`src/rtl/mmd_pkg.sv`:
```
package mmd_pkg;
  localparam int WORD_W    = 11;
  localparam int RATIO_W   = WORD_W + 1;
  localparam int STAGES    = WORD_W;
  localparam int MIN_RATIO = 3;
  localparam int CNT_W     = 2;
endpackage

```
`src/rtl/mmd_ratio_decode.sv`:
```
module mmd_ratio_decode #(
  parameter int WORD_W  = mmd_pkg::WORD_W,
  parameter int MIN_RAT = mmd_pkg::MIN_RATIO,
  localparam int RATIO_W = WORD_W + 1
) (
  input  logic [WORD_W-1:0]  word_i,
  output logic [RATIO_W-1:0] ratio_o
);
  localparam logic [RATIO_W-1:0] FULL  = RATIO_W'(1) << WORD_W;
  localparam logic [RATIO_W-1:0] FLOOR = RATIO_W'(MIN_RAT);

  always_comb begin
    if (word_i == '0)
      ratio_o = FULL;
    else if ({1'b0, word_i} < FLOOR)
      ratio_o = FLOOR;
    else
      ratio_o = {1'b0, word_i};
  end

  // the decoded ratio never falls below the floor
  always_comb begin
    assert (ratio_o >= FLOOR)
      else $error("p_ratio_floor_r3");
  end
endmodule

```
`src/rtl/mmd_stage.sv`:
```
module mmd_stage #(
  parameter int CNT_W = mmd_pkg::CNT_W
) (
  input  logic clk,
  input  logic rst_n,
  input  logic active_i,
  input  logic prog_i,
  input  logic adv_i,
  input  logic fin_up_i,
  output logic adv_o,
  output logic fin_o
);
  logic [CNT_W-1:0] cnt_q, cnt_d;
  logic             stretch;
  logic             last;

  // group of three only while the flag from above is active and the bit is set
  assign stretch = prog_i & fin_up_i;
  assign last    = ~active_i | (cnt_q == (stretch ? CNT_W'(2) : CNT_W'(1)));
  assign adv_o   = adv_i & last;
  assign fin_o   = fin_up_i & last;

  always_comb begin
    cnt_d = cnt_q;
    if (!active_i)
      cnt_d = '0;
    else if (adv_i)
      cnt_d = last ? '0 : cnt_q + CNT_W'(1);
  end

  always_ff @(posedge clk or negedge rst_n) begin
    if (!rst_n)
      cnt_q <= '0;
    else
      cnt_q <= cnt_d;
  end

  // a stage never counts past three events
  p_cnt_range_r1: assert property (@(posedge clk) disable iff (!rst_n)
    cnt_q != CNT_W'(3));

  // a third event is only reached by a stage whose program bit is set
  p_third_needs_prog_r1: assert property (@(posedge clk) disable iff (!rst_n)
    (cnt_q == CNT_W'(2)) |-> prog_i);

  // a bypassed stage holds no count
  p_idle_stage_r8: assert property (@(posedge clk) disable iff (!rst_n)
    (!active_i && $past(!active_i)) |-> (cnt_q == '0));
endmodule

```
`src/rtl/mmd_divider.sv`:
```
module mmd_divider #(
  parameter int WORD_W = mmd_pkg::WORD_W,
  localparam int RATIO_W = WORD_W + 1,
  localparam int STAGES  = WORD_W
) (
  input  logic              clk,
  input  logic              rst_n,
  input  logic [WORD_W-1:0] ratio_word,
  output logic              div_pulse
);
  logic [RATIO_W-1:0] live_ratio;
  logic [RATIO_W-1:0] cfg_q, cfg_d;
  logic [RATIO_W-1:0] eff_ratio;
  logic               running_q;
  logic               pulse_q;
  logic               boundary;
  logic               load_en;
  logic [STAGES-1:0]  active;
  logic [STAGES-1:0]  prog;
  logic [STAGES:0]    adv;
  logic [STAGES:0]    fin;

  mmd_ratio_decode #(.WORD_W(WORD_W)) i_decode (
    .word_i  (ratio_word),
    .ratio_o (live_ratio)
  );

  // before the first edge the chain runs from the live word
  assign eff_ratio = running_q ? cfg_q : live_ratio;

  assign adv[0]      = 1'b1;
  assign fin[STAGES] = 1'b1;

  for (genvar i = 0; i < STAGES; i++) begin : g_stage
    assign active[i] = |eff_ratio[RATIO_W-1:i+1];
    assign prog[i]   = eff_ratio[i];

    mmd_stage i_stage (
      .clk      (clk),
      .rst_n    (rst_n),
      .active_i (active[i]),
      .prog_i   (prog[i]),
      .adv_i    (adv[i]),
      .fin_up_i (fin[i+1]),
      .adv_o    (adv[i+1]),
      .fin_o    (fin[i])
    );
  end

  assign boundary = fin[0];
  assign load_en  = boundary | ~running_q;

  always_comb begin
    cfg_d = cfg_q;
    if (load_en)
      cfg_d = live_ratio;
  end

  always_ff @(posedge clk or negedge rst_n) begin
    if (!rst_n) begin
      cfg_q     <= '0;
      running_q <= 1'b0;
      pulse_q   <= 1'b0;
    end else begin
      cfg_q     <= cfg_d;
      running_q <= 1'b1;
      pulse_q   <= boundary;
    end
  end

  assign div_pulse = pulse_q;

  // checker state: edges since the last pulse and the ratio of the closing period
  logic [RATIO_W:0]   span_q;
  logic [RATIO_W-1:0] per_q;

  always_ff @(posedge clk or negedge rst_n) begin
    if (!rst_n) begin
      span_q <= '0;
      per_q  <= '0;
    end else begin
      span_q <= pulse_q ? (RATIO_W+1)'(1) : span_q + (RATIO_W+1)'(1);
      if (boundary)
        per_q <= eff_ratio;
    end
  end

  // each pulse closes a span equal to the ratio of that period
  p_period_len_r1: assert property (@(posedge clk) disable iff (!rst_n)
    pulse_q |-> (span_q == {1'b0, per_q}));

  // pulses are isolated
  p_single_pulse_r4: assert property (@(posedge clk) disable iff (!rst_n)
    pulse_q |=> !pulse_q);

  // the held ratio moves only after a boundary or the first edge
  p_load_boundary_r5: assert property (@(posedge clk) disable iff (!rst_n)
    (running_q && !$stable(cfg_q)) |-> $past(load_en));
endmodule

```
`config.mk`:
```
export PLATFORM = sky130hd
export DESIGN_NAME = mmd_divider
export DESIGN_NICKNAME = d
export VERILOG_FILES = /design/src/rtl/mmd_pkg.sv /design/src/rtl/mmd_ratio_decode.sv /design/src/rtl/mmd_stage.sv /design/src/rtl/mmd_divider.sv
export SDC_FILE = /design/constraint.sdc
export NUM_CORES = 1
export LEC_CHECK = 0
export BUFFER_PORTS_ARGS = -buffer_cell sky130_fd_sc_hd__buf_2
export CORE_MARGIN = 2
export CORE_UTILIZATION = 53
export DETAILED_ROUTE_END_ITERATION = 8
export PLACE_DENSITY = 0.79
export REMOVE_ABC_BUFFERS = 1
export SYNTH_ARGS = -nofsm -noshare
export SYNTH_HDL_FRONTEND = slang
export SYNTH_SLANG_ARGS = --single-unit
export TNS_END_PERCENT = 100
```
`constraint.sdc`:
```
create_clock -name clk -period 5.45 [get_ports clk]
set_clock_uncertainty 0.15 [all_clocks]
set_input_delay 0.2725 -clock clk [delete_from_list [all_inputs] [get_ports clk]]
set_output_delay 0.2725 -clock clk [all_outputs]
set_load 0.02 [all_outputs]
```
Yosys cells after proc, flatten, opt, wreduce, memory -nomap -nowiden
Cells that the tools add are included.
- register bits after elaboration: 36
- input port bits: 13
- output and inout port bits: 1
- word-level logic and storage cells: 157
- add/sub/neg operators: 11
- $lt $le $gt $ge: 1
- equality and inequality tests: 21
- muxes and demuxes: 46
- bitwise operators: 53
- reduce and logical (&&, ||, !) cells: 11
- operators by type and width (operator ; number):
    $mux 2 ; 43
    $and 1x1->1 ; 29
    $mux 12 ; 2
    $add 2x1->2 const B ; 11
    $eq 2x2->1 ; 11
    $ne 2x2->1 const B ; 9
    $not 1->1 ; 12
    $or 1x1->1 ; 12
    $logic_not 11->1 ; 1
    $lt 11x2->1 const B ; 1
    $mux 11 ; 1
    $reduce_or 11->1 ; 1
    $reduce_or 10->1 ; 1
    $reduce_or 9->1 ; 1
    $reduce_or 8->1 ; 1
    $reduce_or 7->1 ; 1
    $reduce_or 6->1 ; 1
    $reduce_or 5->1 ; 1
    $reduce_or 4->1 ; 1
    $reduce_or 3->1 ; 1
    $ne 2x1->1 const B ; 1
    $reduce_or 2->1 ; 1

Depth between registers and ports, before layout
Gate-level depths: netlist (run 1).
- depth in word-level cells: 67
- depth in mapped cells: 13

Cells and area by module
A second synthesis (run 1) with hierarchy kept.
- cell total of the unflattened synthesis: 259
- area, all modules: 2605.0 µm²
- by module, submodules not included (module ; instances ; cells each ; area each (µm²) ; seq. area each (µm²)):
    mmd_stage ; 11 ; 16 ; 153.9 ; 50.0
    mmd_divider ; 1 ; 68 ; 804.5 ; 350.3
    mmd_ratio_decode ; 1 ; 15 ; 107.6 ; 0.0

Least setup slack after synthesis (run 1)
OpenSTA, ideal clock, no wires.
- path kind: flip-flop to flip-flop
- start point: register running_q
- end point: register cfg_q[2]
- data arrival time: 3.215 ns
- data required time: 5.175 ns
- slack: 1.960 ns
- cell stages (with the launch flop): 12
- period minus slack after synthesis: 3.490 ns
- cell sequence: dfrtp_1 > buf_4 > or4_1 > a21oi_4 > nand3_4 > a2111o_1 > nor3_1 > a211o_2 > nand2_1 > o21ai_1 > buf_2 > mux2_2
- cells in the longest elaborated chain, start to end: 55
- RTL lines (item ; line ; source):
    from (decl) ; mmd_divider.sv:14 ; logic running_q;
    from (signal assigned) ; mmd_divider.sv:62 ; running_q <= 1'b0;
    from (signal assigned) ; mmd_divider.sv:66 ; running_q <= 1'b1;
    $mux 12 ; mmd_divider.sv:29 ; assign eff_ratio = running_q ? cfg_q : live_ratio;
    $mux 2 ; mmd_stage.sv:19 ; assign last = ~active_i | (cnt_q == (stretch ? CNT_W'(2) : CNT_W'(1)));
    $eq 2x2->1 ; mmd_stage.sv:19 ;
    $or 1x1->1 ; mmd_stage.sv:19 ;
    $and 1x1->1 ; mmd_stage.sv:18 ; assign stretch = prog_i & fin_up_i;
    $mux 2 ; mmd_stage.sv:19 ;
    $eq 2x2->1 ; mmd_stage.sv:19 ;
    $or 1x1->1 ; mmd_stage.sv:19 ;
    (+39 left out) ; -- ;
    $or 1x1->1 ; mmd_stage.sv:19 ;
    $and 1x1->1 ; mmd_stage.sv:21 ; assign fin_o = fin_up_i & last;
    $and 1x1->1 ; mmd_stage.sv:18 ;
    $mux 2 ; mmd_stage.sv:19 ;
    $eq 2x2->1 ; mmd_stage.sv:19 ;
    $or 1x1->1 ; mmd_stage.sv:19 ;
    $and 1x1->1 ; mmd_stage.sv:21 ;
    $or 1x1->1 (*) ; mmd_divider.sv:51 ; assign load_en = boundary | ~running_q;
    to (signal assigned) ; mmd_divider.sv:65 ; cfg_q <= cfg_d;
    to (decl) ; mmd_divider.sv:12 ; logic [RATIO_W-1:0] cfg_q, cfg_d;
Mark *: on every way between the ends. The rest lies on a longest branch, timed or not.
A chain may end at the register's enable or synchronous reset.

Worst setup path in the final report (run 1)
- start point: register running_q
- end point: register g_stage[8].i_stage.cnt_q[1]
- cells in the longest elaborated chain, start to end: 61
- RTL lines (item ; line ; source):
    $mux 12 (*) ; mmd_divider.sv:29 ;
    $mux 2 ; mmd_stage.sv:19 ;
    $eq 2x2->1 ; mmd_stage.sv:19 ;
    $or 1x1->1 ; mmd_stage.sv:19 ;
    $and 1x1->1 ; mmd_stage.sv:18 ;
    $mux 2 ; mmd_stage.sv:19 ;
    $eq 2x2->1 ; mmd_stage.sv:19 ;
    $or 1x1->1 ; mmd_stage.sv:19 ;
    (+39 left out) ; -- ;
    $or 1x1->1 ; mmd_stage.sv:19 ;
    $and 1x1->1 ; mmd_stage.sv:21 ;
    $and 1x1->1 ; mmd_stage.sv:18 ;
    $mux 2 ; mmd_stage.sv:19 ;
    $eq 2x2->1 ; mmd_stage.sv:19 ;
    $or 1x1->1 ; mmd_stage.sv:19 ;
    $and 1x1->1 (7 in series) ; mmd_stage.sv:20 ; assign adv_o = adv_i & last;
    $ne 2x2->1 (no line) ; -- ;
    to (signal assigned) ; mmd_stage.sv:35 ; cnt_q <= cnt_d;
    to (decl) ; mmd_stage.sv:13 ; logic [CNT_W-1:0] cnt_q, cnt_d;
Mark *: on every way between the ends. The rest lies on a longest branch, timed or not. The select of a mux whose other input is x is not followed.

==> results of run 1 <==
layer usage:
metal  track usage  up-vias
met3        0.0486       15
met1         0.303     1222
met4        0.0855        0
li1              -     1200
met2         0.376       94
met5             0        -
metrics by stage:
stage / cells / utilization
6_report: 387 / 0.604
5_1_grt: 387 / 0.604
4_1_cts: 387 / 0.604
3_5_place_dp: 378 / 0.571
3_3_place_gp: 378 / 0.571
2_1_floorplan: 293 / -
power groups by stage:
stage	Sequential (mW)	Clock, mW	Combinational (mW)
3_5_place_dp	0.346	0	0.226
2_1_floorplan	0.336	0	0.177
5_1_grt	0.348	0.348	0.257
4_1_cts	0.341	0.334	0.230
6_report	0.343	0.333	0.233
3_3_place_gp	0.343	0	0.221
path summary, 6_finish.rpt:
kind	to	slack (ns)	depth (start not counted)	startpoint
min	cfg_q[2]$_DFFE_PN0P_	0.13	2	ratio_word[2]
min reg2reg	cfg_q[1]$_DFFE_PN0P_	0.37	1	cfg_q[1]$_DFFE_PN0P_
max	g_stage[8].i_stage.cnt_q[1]$_DFFE_PN0P_	1.07	10	running_q$_DFF_PN0_
max reg2reg	g_stage[8].i_stage.cnt_q[1]$_DFFE_PN0P_	1.07	10	running_q$_DFF_PN0_
min in group asynchronous	cfg_q[11]$_DFFE_PN0P_	0.45	2	rst_n
max in group asynchronous	g_stage[5].i_stage.cnt_q[0]$_DFFE_PN0P_	4.18	2	rst_n
cells in the final DEF (no fill, tap or decap), types with 11 or more instances in the layout:
| master | instances |
|---|---|
| mux2i_1 | 19 |
| buf_2 | 13 |
| nor2b_1 | 12 |
| mux2_2 | 23 |
| a21oi_1 | 15 |
| o21ai_0 | 12 |
| dfrtp_1 | 36 |
| nand2b_1 | 11 |
| nor2_1 | 23 |
| nor3_1 | 16 |
| nand2_1 | 24 |
registers in the layout, indices dropped and copies added (netlist names):
signal                 flops
cfg_q                     12
running_q                  1
div_pulse                  1
g_stage.i_stage.cnt_q     22
layout make-up:
cell class,instances,share of cell area
flip-flops and latches,36,0.294
clock inverters,3,0.0294
inverters,4,0.00490
multi-input cells,253,0.592
repair buffers,16,0.0294
clock buffers,5,0.0224
well taps,70,0.0286
worst max-delay path: cells and delay by family (launching register included):
kind                   cells  cell delay [ns]
DFF                        1             0.95
and+or+nand+nor            5             1.94
buffers and inverters      1             0.22
AOI/OAI and AO/OA          4             1.03
cell families (layout without fill, tap and decap cells):
logic type             Yosys count  count (layout)  synth area share
AND/OR/NAND/NOR                125             125             0.252
AO/OA/AOI/OAI                   85              85             0.238
multiplexers                    42              42             0.161
flip-flops                      36              36             0.324
buffers and inverters           14              28            0.0238
other                            1               1           0.00135
repair_timing:
item	4_1_cts	5_1_grt
endpoints found under the hold margin	36	0
resized for setup	0	0
hold buffers	1	0
==> reports/qor.csv, run 1 <==
stage;metric;value;unit
run_status;status;finished, final reports clean;
yosys;Async SR Flop Fraction;1.00;
floorplanning;chip height;76.4;µm
clocking;H-tree Lvls;2;
worst_setup_path;Critical Path Fanout Max;26;
floorplanning;Core Area;5070;µm²
timing;Fin Hold WS;0.132;ns
clocking;Worst-path clk slew;0.08;ns
yosys;syn_area_per_cell;9.18;µm²
power_and_ir_drop;sw frac;0.310;
yosys;EDFF count, synth;0;
power_and_ir_drop;IR Drop Worst-Case VDD;0.132;mV
timing;Pins Over Slew Limit;0;
power_and_ir_drop;Reg power frac;0.377;
yosys;commonest cells in the netlist;dfrtp_1 (36), nand2_1 (24), mux2_2 (23), nor2_1 (23), mux2i_1 (19);
power_and_ir_drop;Leakage Power;1.26;nW
drt;via count;2531;
finish;Layout area overhead;10.3;%
hold_path;Hold Path Class;in -> reg;
global_routing;all-layer global routing usage;0.231;
worst_setup_path;slowest cell on the critical path;dfrtp_1;
flow_run;max_cap viols;0;
finish;fillcell total;421;
drt;DR DRC count;0;
yosys;sequential area share after synthesis;0.324;
power_and_ir_drop;Tot Pwr;0.908;mW
timing;RSZ-0062 raised after global routing;false;
worst_setup_path;max incr delay on CP;0.95;ns
worst_setup_path;crit path launch type;register;
global_routing;initial antenna violation count;0;
drt;DR pass1 iterations;7;
placed_design;port bufs;13;
timing;final setup margin;1.07;ns
yosys;cell with the most instances after synthesis;dfrtp_1;
placed_design;Area after DPL;2900;µm²
worst_setup_path;Worst Setup End Kind;register;
power_and_ir_drop;design internal power;0.627;mW
timing;Fin. Hold Viols;0;
yosys;ys flop type;dfrtp_1;
drt;average via count per standard cell;6.54;
placed_design;Setup WS pre-CTS;1.12;ns
global_routing;GRT overflow;0;
yosys;Post-Syn Area;2780;µm²
drt;Routed Antenna Nets;0;
floorplanning;die area;5840;µm²
timing;minimum clock period;4.38;ns
finish;share of cells above drive strength 1;0.202;
global_routing;vias in the first global route;2416;
worst_setup_path;critical-path cell list;or4b_4 -> a21oi_4 -> nand3_1 -> a211o_1 -> nor3_1 -> a211o_2 -> nand4_1 -> buf_4 -> or4_1 -> a21oi_1;
clocking;total CTS buffers;5;
floorplanning;row count;26;
clocking;Clock Path Buffers;2;
power_and_ir_drop;PwrDens;296;nW/µm²
floorplanning;Initial Util;0.548;
drt;DRT met1 WL;2950;µm
worst_setup_path;CP Data Required Time;5.52;ns
drt;top sig layer;met4;
clocking;root buffer cell;clkbuf_8;
timing;final period utilization;0.803;
finish;finished layout cell area;3070;µm²
drt;initial DRC count;143;
timing;Max Clk Rate;0.228;GHz
power_and_ir_drop;Comb power frac;0.256;
worst_setup_path;CP arrival;4.45;ns
finish;area of the multi-input gates;1810;µm²
finish;antenna fix cells;0;
timing;Slew @ Worst Pin;0.922;ns
yosys;Synth top area share;0.324;
clocking;postcts setup bufs;0;
worst_setup_path;kind of critical path;reg -> reg;
yosys;synth top area cells;dfrtp_1 (32%), mux2_2 (9.3%), mux2i_1 (6.8%);
power_and_ir_drop;power share of the clock group;0.366;
drt;met3 WL post-DR;374;µm
power_and_ir_drop;Switching Power;0.282;mW
finish;# nets final;329;
drt;DR WL met2;3120;µm
yosys;Yosys reg bits;36;
timing;Worst slew margin;0.386;
drt;final wirelength;6560;µm
timing;Setup TNS;0;ns
clocking;Clock Sinks;36;
clocking;CTS tree;yes;
global_routing;largest net degree at the start of global routing;37;
yosys;Post-Synthesis Cells;303;
placed_design;global placer's final weighted congestion;0.918;
placed_design;dpl hpwl;4740;µm
drt;drt wl/cell;16.9;µm
finish;Register Area;901;µm²
clocking;worst skew pair latency;0.30;ns
floorplanning;I/O Pins;14;
yosys;number of library cell types mapped by synthesis;66;
yosys;yosys warns;0;
timing;final setup vio count;0;
floorplanning;Die Wd;76.4;µm
yosys;Synth area leader;dfrtp_1;
global_routing;first-pass GRT wire length;11200;µm
(Power assumes the default switching activity.)
==> run 2: changes to the inputs <==
--- a/config.mk
+++ b/config.mk
@@ -5,11 +5,12 @@
 export SDC_FILE = /design/constraint.sdc
 export NUM_CORES = 1
 export LEC_CHECK = 0
+export ABC_AREA = 1
 export BUFFER_PORTS_ARGS = -buffer_cell sky130_fd_sc_hd__buf_2
 export CORE_MARGIN = 2
 export CORE_UTILIZATION = 53
 export DETAILED_ROUTE_END_ITERATION = 8
-export PLACE_DENSITY = 0.79
+export PLACE_DENSITY = 0.8
 export REMOVE_ABC_BUFFERS = 1
 export SYNTH_ARGS = -nofsm -noshare
 export SYNTH_HDL_FRONTEND = slang
==> constraint.sdc (replaced) <==
create_clock -name clk -period 4.19 [get_ports clk]
set_clock_uncertainty 0.15 [all_clocks]
set_input_delay 0.2095 -clock clk [delete_from_list [all_inputs] [get_ports clk]]
set_output_delay 0.2095 -clock clk [all_outputs]
set_load 0.02 [all_outputs]
==> reports/qor.csv, run 2 <==
stage;metric;value;unit;change
flow_run;max_cap viols;0;;unchanged
finish;most frequent cells in the layout;nand2_1 (71), inv_1 (66), buf_4 (52);;
finish;Layout area overhead;32.5;%;
yosys;cell with the most instances after synthesis;nand2_1;;
power_and_ir_drop;PwrDens;451;nW/µm²;+52%
yosys;syn_area_per_cell;6.80;µm²;-26%
yosys;ys flop type;dfrtp_1;;
yosys;Yosys reg bits;36;;unchanged
finish;# nets final;426;;+29%
yosys;Async SR Flop Fraction;1.00;;unchanged
clocking;root buffer cell;clkbuf_8;;
floorplanning;Core Area;4260;µm²;-16%
timing;Fin Hold WS;0.0287;ns;-0.103 ns
drt;drt wl/cell;11.4;µm;-33%
finish;Reg with most FFs;g_stage.i_stage.cnt_q;;
finish;fillcell total;332;;-21%
yosys;sequential area share after synthesis;0.390;;+0.0659
timing;RSZ-0062 raised after global routing;true;;
clocking;Clock Sinks;36;;unchanged
timing;Max Clk Rate;0.226;GHz;-0.97%
run_status;status;finished, violations left;;
worst_setup_path;slowest cell on the critical path;dfrtp_2;;
drt;Routed Antenna Nets;0;;unchanged
floorplanning;row count;24;;-7.7%
worst_setup_path;kind of critical path;reg -> reg;;
worst_setup_path;crit path launch type;register;;
clocking;total CTS buffers;5;;unchanged
finish;Register Area;902;µm²;+0.14%
power_and_ir_drop;Leakage Power;1.63;nW;+30%
yosys;number of library cell types mapped by synthesis;24;;-64%
yosys;synth top area cells;dfrtp_1 (39%), nand2_1 (12%), inv_1 (11%);;
floorplanning;I/O Pins;14;;unchanged
floorplanning;die area;4900;µm²;-16%
drt;average via count per standard cell;4.92;;-25%
yosys;Post-Synthesis Cells;340;;+12%
timing;minimum clock period;4.42;ns;+0.0429 ns
yosys;multiplexer share of the synthesized area;0.00433;;-0.157
clocking;H-tree Lvls;2;;unchanged
worst_setup_path;CP arrival;4.43;ns;-0.02 ns
global_routing;initial antenna violation count;0;;unchanged
placed_design;dpl hpwl;3660;µm;-23%
yosys;EDFF count, synth;0;;unchanged
global_routing;vias in the first global route;2232;;-7.6%
yosys;largest family of logic cells by synthesized area;simple AND/OR/NAND/NOR gates;;
power_and_ir_drop;IR Drop Worst-Case VDD;0.277;mV;+110%
finish;biggest registers after layout;g_stage.i_stage.cnt_q (22), cfg_q (12);;
placed_design;global placer's final weighted congestion;0.815;;-11%
placed_design;port bufs;13;;unchanged
yosys;commonest cells in the netlist;nand2_1 (76), inv_1 (66), nor2_1 (47);;
drt;via count;2295;;-9.3%
timing;Slew @ Worst Pin;0.785;ns;-0.137 ns
worst_setup_path;max incr delay on CP;0.45;ns;-0.50 ns
timing;final setup margin;-0.230;ns;-1.30 ns
yosys;Synth area leader;dfrtp_1;;
yosys;Post-Syn Area;2310;µm²;-17%
timing;Setup TNS;-4.91;ns;-4.91 ns
clocking;worst skew pair latency;0.29;ns;about the same
timing;Pins Over Slew Limit;0;;unchanged
global_routing;GRT overflow;0;;unchanged
floorplanning;chip height;70.0;µm;-8.4%
placed_design;Setup WS pre-CTS;-0.294;ns;-1.42 ns
yosys;post-synthesis compound-gate area fraction;0.119;;-0.119
global_routing;all-layer global routing usage;0.224;;-0.00725
clocking;Clock Path Buffers;2;;unchanged
yosys;adder-cell share of the synthesized area;0;;unchanged
worst_setup_path;cell mode on critical path;nand3_2;;
timing;final period utilization;1.05;;+0.252
yosys;Synth Area in XOR/XNOR;0;;unchanged
worst_setup_path;Worst Setup End Kind;register;;
drt;DR pass1 iterations;4;;-3
finish;area of the multi-input gates;1220;µm²;-33%
worst_setup_path;CP Data Required Time;4.20;ns;-1.32 ns
floorplanning;Die Wd;70.0;µm;-8.4%
hold_path;Hold Path Class;in -> reg;;
finish;max reg flops;22;;unchanged
finish;most common cell after layout, fill and taps aside;nand2_1;;
timing;Fin. Hold Viols;0;;unchanged
run_status;violated checks;setup timing;;
clocking;CTS tree;yes;;
timing;final setup vio count;31;;+31
yosys;Synth Area in Simple Gates;0.356;;+0.104
global_routing;first-pass GRT wire length;8940;µm;-20%
finish;share of cells above drive strength 1;0.304;;+0.102
clocking;Worst-path clk slew;0.07;ns;about the same
floorplanning;Initial Util;0.542;;-0.00612
drt;final wirelength;5310;µm;-19%
worst_setup_path;Critical Path Fanout Max;5;;-81%
drt;initial DRC count;78;;-45%
timing;Worst slew margin;0.477;;+0.0911
yosys;Synth top area share;0.390;;+0.0659
global_routing;largest net degree at the start of global routing;37;;unchanged
drt;DR DRC count;0;;unchanged
finish;antenna fix cells;0;;unchanged
yosys;yosys warns;0;;unchanged
## run 2: cell count changes after synthesis, moves of 12 or more
cell | before | now
inv_1 | 4 | 66
mux2_2 | 23 | 0
mux2i_1 | 19 | 1
nand2_1 | 24 | 76
nand3_1 | 7 | 19
nor2_1 | 23 | 47
nor2b_1 | 12 | 0
nor3_1 | 16 | 0
o21ai_0 | 12 | 26
## run 2: per-layer routing
layer  up-vias  part of all wire  track usage
li1       1208                 -            -
met1      1041              0.43        0.263
met2        34              0.52        0.405
met3        12             0.031       0.0505
met4         0             0.018       0.0662
met5         -                 0            0
## run 2: path summary, 6_finish.rpt
check / start / end / slack (ns) / depth (start not counted)
worst max-delay path: running_q$_DFF_PN0_ / g_stage[6].i_stage.cnt_q[1]$_DFFE_PN0P_ / -0.23 / 34
worst min-delay path: ratio_word[2] / cfg_q[2]$_DFFE_PN0P_ / 0.03 / 3
worst max register to register: running_q$_DFF_PN0_ / g_stage[6].i_stage.cnt_q[1]$_DFFE_PN0P_ / -0.23 / 34
worst min register to register: g_stage[0].i_stage.cnt_q[0]$_DFF_PN0_ / g_stage[0].i_stage.cnt_q[0]$_DFF_PN0_ / 0.30 / 1
max in group asynchronous: rst_n / running_q$_DFF_PN0_ / 2.96 / 2
min in group asynchronous: rst_n / g_stage[9].i_stage.cnt_q[1]$_DFFE_PN0P_ / 0.38 / 2
## run 2: cell type report
| class | count | area share |
|---|---|---|
| multi-input cells | 229 | 0.398 |
| flip-flops and latches | 36 | 0.295 |
| repair buffers | 68 | 0.159 |
| inverters | 73 | 0.0903 |
| clock buffers | 5 | 0.0225 |
| well taps | 52 | 0.0213 |
| clock inverters | 3 | 0.0139 |
## run 2: critical path: cells and delay by family (launching register included)
family          cells  cell delay [ns]
compound gates      4             0.59
buf+inv             1             0.05
simple gates       29             3.03
flops               1             0.45
## run 2: what timing repair did
action                     4_1_cts  5_1_grt
setup buffers                   13        5
pin swaps                        6        6
hold buffers                     1        0
hold endpoints to repair        36        0
gates resized for setup         13       17
setup endpoints to repair       29       35
## run 2: kinds of logic (layout without fill, tap and decap cells)
group                  after synthesis  after routing
and+or+nand+nor                    175            175
buffers and inverters               75            149
AOI/OAI and AO/OA                   52             52
DFF                                 36             36
other                                1              1
muxes                                1              1
## run 2: report_power, final
part | leakage (nW) | switching, mW | internal, mW
Combinational | 1.13 | 0.339 | 0.271
Clock | 0.0541 | 0.127 | 0.176
Sequential | 0.455 | 0.0421 | 0.424
## run 2: through the flow
stage	cells	util	instance area, µm²	power (mW)
2_1_floorplan	338	-	2290	0.757
3_3_place_gp	439	0.630	2690	0.892
3_5_place_dp	439	0.630	2690	0.908
4_1_cts	461	0.694	2960	1.33
5_1_grt	466	0.718	3060	1.48
6_report	466	0.718	3060	1.38
==> run 3: changes to the inputs <==
--- a/config.mk
+++ b/config.mk
@@ -11,6 +11,7 @@
 export CORE_UTILIZATION = 53
 export DETAILED_ROUTE_END_ITERATION = 8
 export PLACE_DENSITY = 0.8
+export RECOVER_POWER = 25
 export REMOVE_ABC_BUFFERS = 1
 export SYNTH_ARGS = -nofsm -noshare
 export SYNTH_HDL_FRONTEND = slang
==> reports/qor.csv, run 3 (synthesis results as in run 2) <==
stage;metric;value;unit;change
placed_design;Area after DPL;2690;µm²;unchanged
worst_setup_path;max incr delay on CP;0.45;ns;about the same
drt;DR pass1 iterations;4;;unchanged
drt;Routed Antenna Nets;0;;unchanged
clocking;worst skew pair latency;0.29;ns;about the same
global_routing;initial antenna violation count;0;;unchanged
clocking;Clock Path Buffers;2;;unchanged
hold_path;hold_sp;ratio_word[2];;
global_routing;vias in the first global route;2232;;unchanged
finish;biggest registers after layout;g_stage.i_stage.cnt_q (22), cfg_q (12);;
timing;final setup vio count;31;;unchanged
global_routing;all-layer global routing usage;0.224;;unchanged
power_and_ir_drop;design internal power;0.871;mW;about the same
floorplanning;chip height;70.0;µm;unchanged
finish;max reg flops;22;;unchanged
finish;most frequent cells in the layout;nand2_1 (71), inv_1 (66), buf_4 (52);;
timing;Worst slew margin;-0.266;;-0.743
worst_setup_path;slowest cell on the critical path;dfrtp_2;;
finish;most common cell after layout, fill and taps aside;nand2_1;;
finish;Register Area;902;µm²;unchanged
run_status;status;finished, violations left;;
timing;RSZ-0062 raised after global routing;true;;
finish;share of cells above drive strength 1;0.300;;-0.00483
power_and_ir_drop;power share of the clock group;0.220;;about the same
finish;finished layout cell area;3060;µm²;about the same
timing;final period utilization;1.05;;about the same
floorplanning;die area;4900;µm²;unchanged
power_and_ir_drop;Reg power frac;0.338;;about the same
power_and_ir_drop;PwrDens;451;nW/µm²;about the same
finish;final core utilization;0.717;;about the same
clocking;total CTS buffers;5;;unchanged
power_and_ir_drop;IR Drop Worst-Case VDD;0.277;mV;about the same
finish;area of the multi-input gates;1220;µm²;unchanged
timing;minimum clock period;4.42;ns;-0.00200 ns
floorplanning;I/O Pins;14;;unchanged
drt;drt wl/cell;11.4;µm;about the same
global_routing;GRT overflow;0;;unchanged
worst_setup_path;CP arrival;4.43;ns;about the same
finish;antenna fix cells;0;;unchanged
run_status;violated checks;capacitance limit, slew limit, setup timing;;
floorplanning;Initial Util;0.542;;unchanged
worst_setup_path;crit path launch type;register;;
floorplanning;Die Wd;70.0;µm;unchanged
power_and_ir_drop;Comb power frac;0.442;;about the same
worst_setup_path;cell mode on critical path;nand3_2;;
global_routing;first-pass GRT wire length;8940;µm;unchanged
drt;via count;2300;;+0.22%
global_routing;largest net degree at the start of global routing;37;;unchanged
finish;# nets final;426;;unchanged
power_and_ir_drop;Switching Power;0.508;mW;about the same
worst_setup_path;Worst Setup End Kind;register;;
clocking;CTS tree;yes;;
clocking;Worst-path clk slew;0.07;ns;about the same
worst_setup_path;R2R Path Start;running_q$_DFF_PN0_;;
placed_design;port bufs;13;;unchanged
timing;Max Clk Rate;0.226;GHz;about the same
hold_path;Hold Path Class;in -> reg;;
worst_setup_path;Crit. Startpoint;running_q$_DFF_PN0_;;
timing;final setup margin;-0.228;ns;+0.00200 ns
finish;fillcell total;332;;unchanged
finish;Layout area overhead;32.4;%;about the same
power_and_ir_drop;Leakage Power;1.63;nW;-0.44%
timing;Slew @ Worst Pin;1.90;ns;+1.11 ns
worst_setup_path;CP Data Required Time;4.20;ns;about the same
floorplanning;row count;24;;unchanged
drt;DR DRC count;0;;unchanged
timing;Fin. Hold Viols;0;;unchanged
clocking;root buffer cell;clkbuf_8;;
worst_setup_path;critical path's top delay family;simple AND/OR/NAND/NOR gates;;
placed_design;global placer's final weighted congestion;0.815;;unchanged
flow_run;max_cap viols;1;;+1
floorplanning;Core Area;4260;µm²;unchanged
worst_setup_path;Critical Path Fanout Max;5;;unchanged
power_and_ir_drop;sw frac;0.368;;about the same
timing;Pins Over Slew Limit;37;;+37
clocking;Clock Sinks;36;;unchanged
placed_design;dpl hpwl;3660;µm;unchanged
drt;average via count per standard cell;4.94;;+0.22%
worst_setup_path;WP buf/inv;1;;unchanged
clocking;H-tree Lvls;2;;unchanged
worst_setup_path;kind of critical path;reg -> reg;;
power_and_ir_drop;Tot Pwr;1.38;mW;about the same
finish;Reg with most FFs;g_stage.i_stage.cnt_q;;
drt;final wirelength;5310;µm;about the same
drt;initial DRC count;78;;unchanged
==> run 3: cell types whose count changed in the layout (fill, tap and decap cells not counted), sizes merged <==
cell / previous run / this run
buf: 67 / 65
clkbuf: 5 / 7
==> run 3: worst paths after layout <==
kind | to | slack (ns) | cells past startpoint
max reg2reg | g_stage[6].i_stage.cnt_q[1]$_DFFE_PN0P_ | -0.23 | 34
min | cfg_q[2]$_DFFE_PN0P_ | 0.03 | 3
min in group asynchronous | g_stage[9].i_stage.cnt_q[1]$_DFFE_PN0P_ | 0.83 | 2
min reg2reg | g_stage[0].i_stage.cnt_q[0]$_DFF_PN0_ | 0.30 | 1
max | g_stage[6].i_stage.cnt_q[1]$_DFFE_PN0P_ | -0.23 | 34
max in group asynchronous | running_q$_DFF_PN0_ | 1.83 | 2
==> run 3: through the flow <==
| stage | TNS, ns | cells | hold WS (ns) | setup WS, ns |
|---|---|---|---|---|
| finish | -4.88 | 466 | 0.0280 | -0.228 |
| global route | -19.29 | 466 | 0.0565 | -0.666 |
| CTS | -0.698 | 461 | 0.0209 | -0.0846 |
| detailed placement | -5.14 | 439 | 0.189 | -0.294 |
| global placement | -1.65 | 439 | 0.190 | -0.174 |
| floorplan | -2.06 | 338 | -0.236 | -0.235 |
==> run 3: final cells by class <==
cell class / instances / area share
sequential: 36 / 0.295
tap: 52 / 0.0213
clock inverter: 3 / 0.0139
multi-input combinational: 229 / 0.398
inverter: 73 / 0.0904
clock buffer: 5 / 0.0225
timing repair buffer: 68 / 0.159
==> run 3: tightest hold or removal path, cell delays in order <==
cell     delay (ns)
buf_2          0.10
nand2_1        0.05
o21ai_1        0.07
==> run 3: repair_timing <==
item	4_1_cts	5_1_grt
hold buffers	1	0
endpoints found under the hold margin	36	0
resized for setup	13	17
buffers inserted	13	5
pin swaps	6	6
endpoints found under the setup margin	29	35
==> run 3: power by group through the flow <==
stage | registers [mW] | logic [mW] | clock network, mW
after floorplan | 0.460 | 0.297 | 0
after global placement | 0.468 | 0.424 | 0
after detailed placement | 0.471 | 0.437 | 0
after CTS | 0.465 | 0.547 | 0.313
after global routing | 0.474 | 0.688 | 0.322
final | 0.466 | 0.610 | 0.303
==> run 3: per-layer routing <==
layer,GRT usage,share of wire,vias up
met5,0,0,-
met4,0.0662,0.018,0
met3,0.0505,0.033,12
met2,0.405,0.52,40
met1,0.263,0.43,1040
li1,-,-,1208
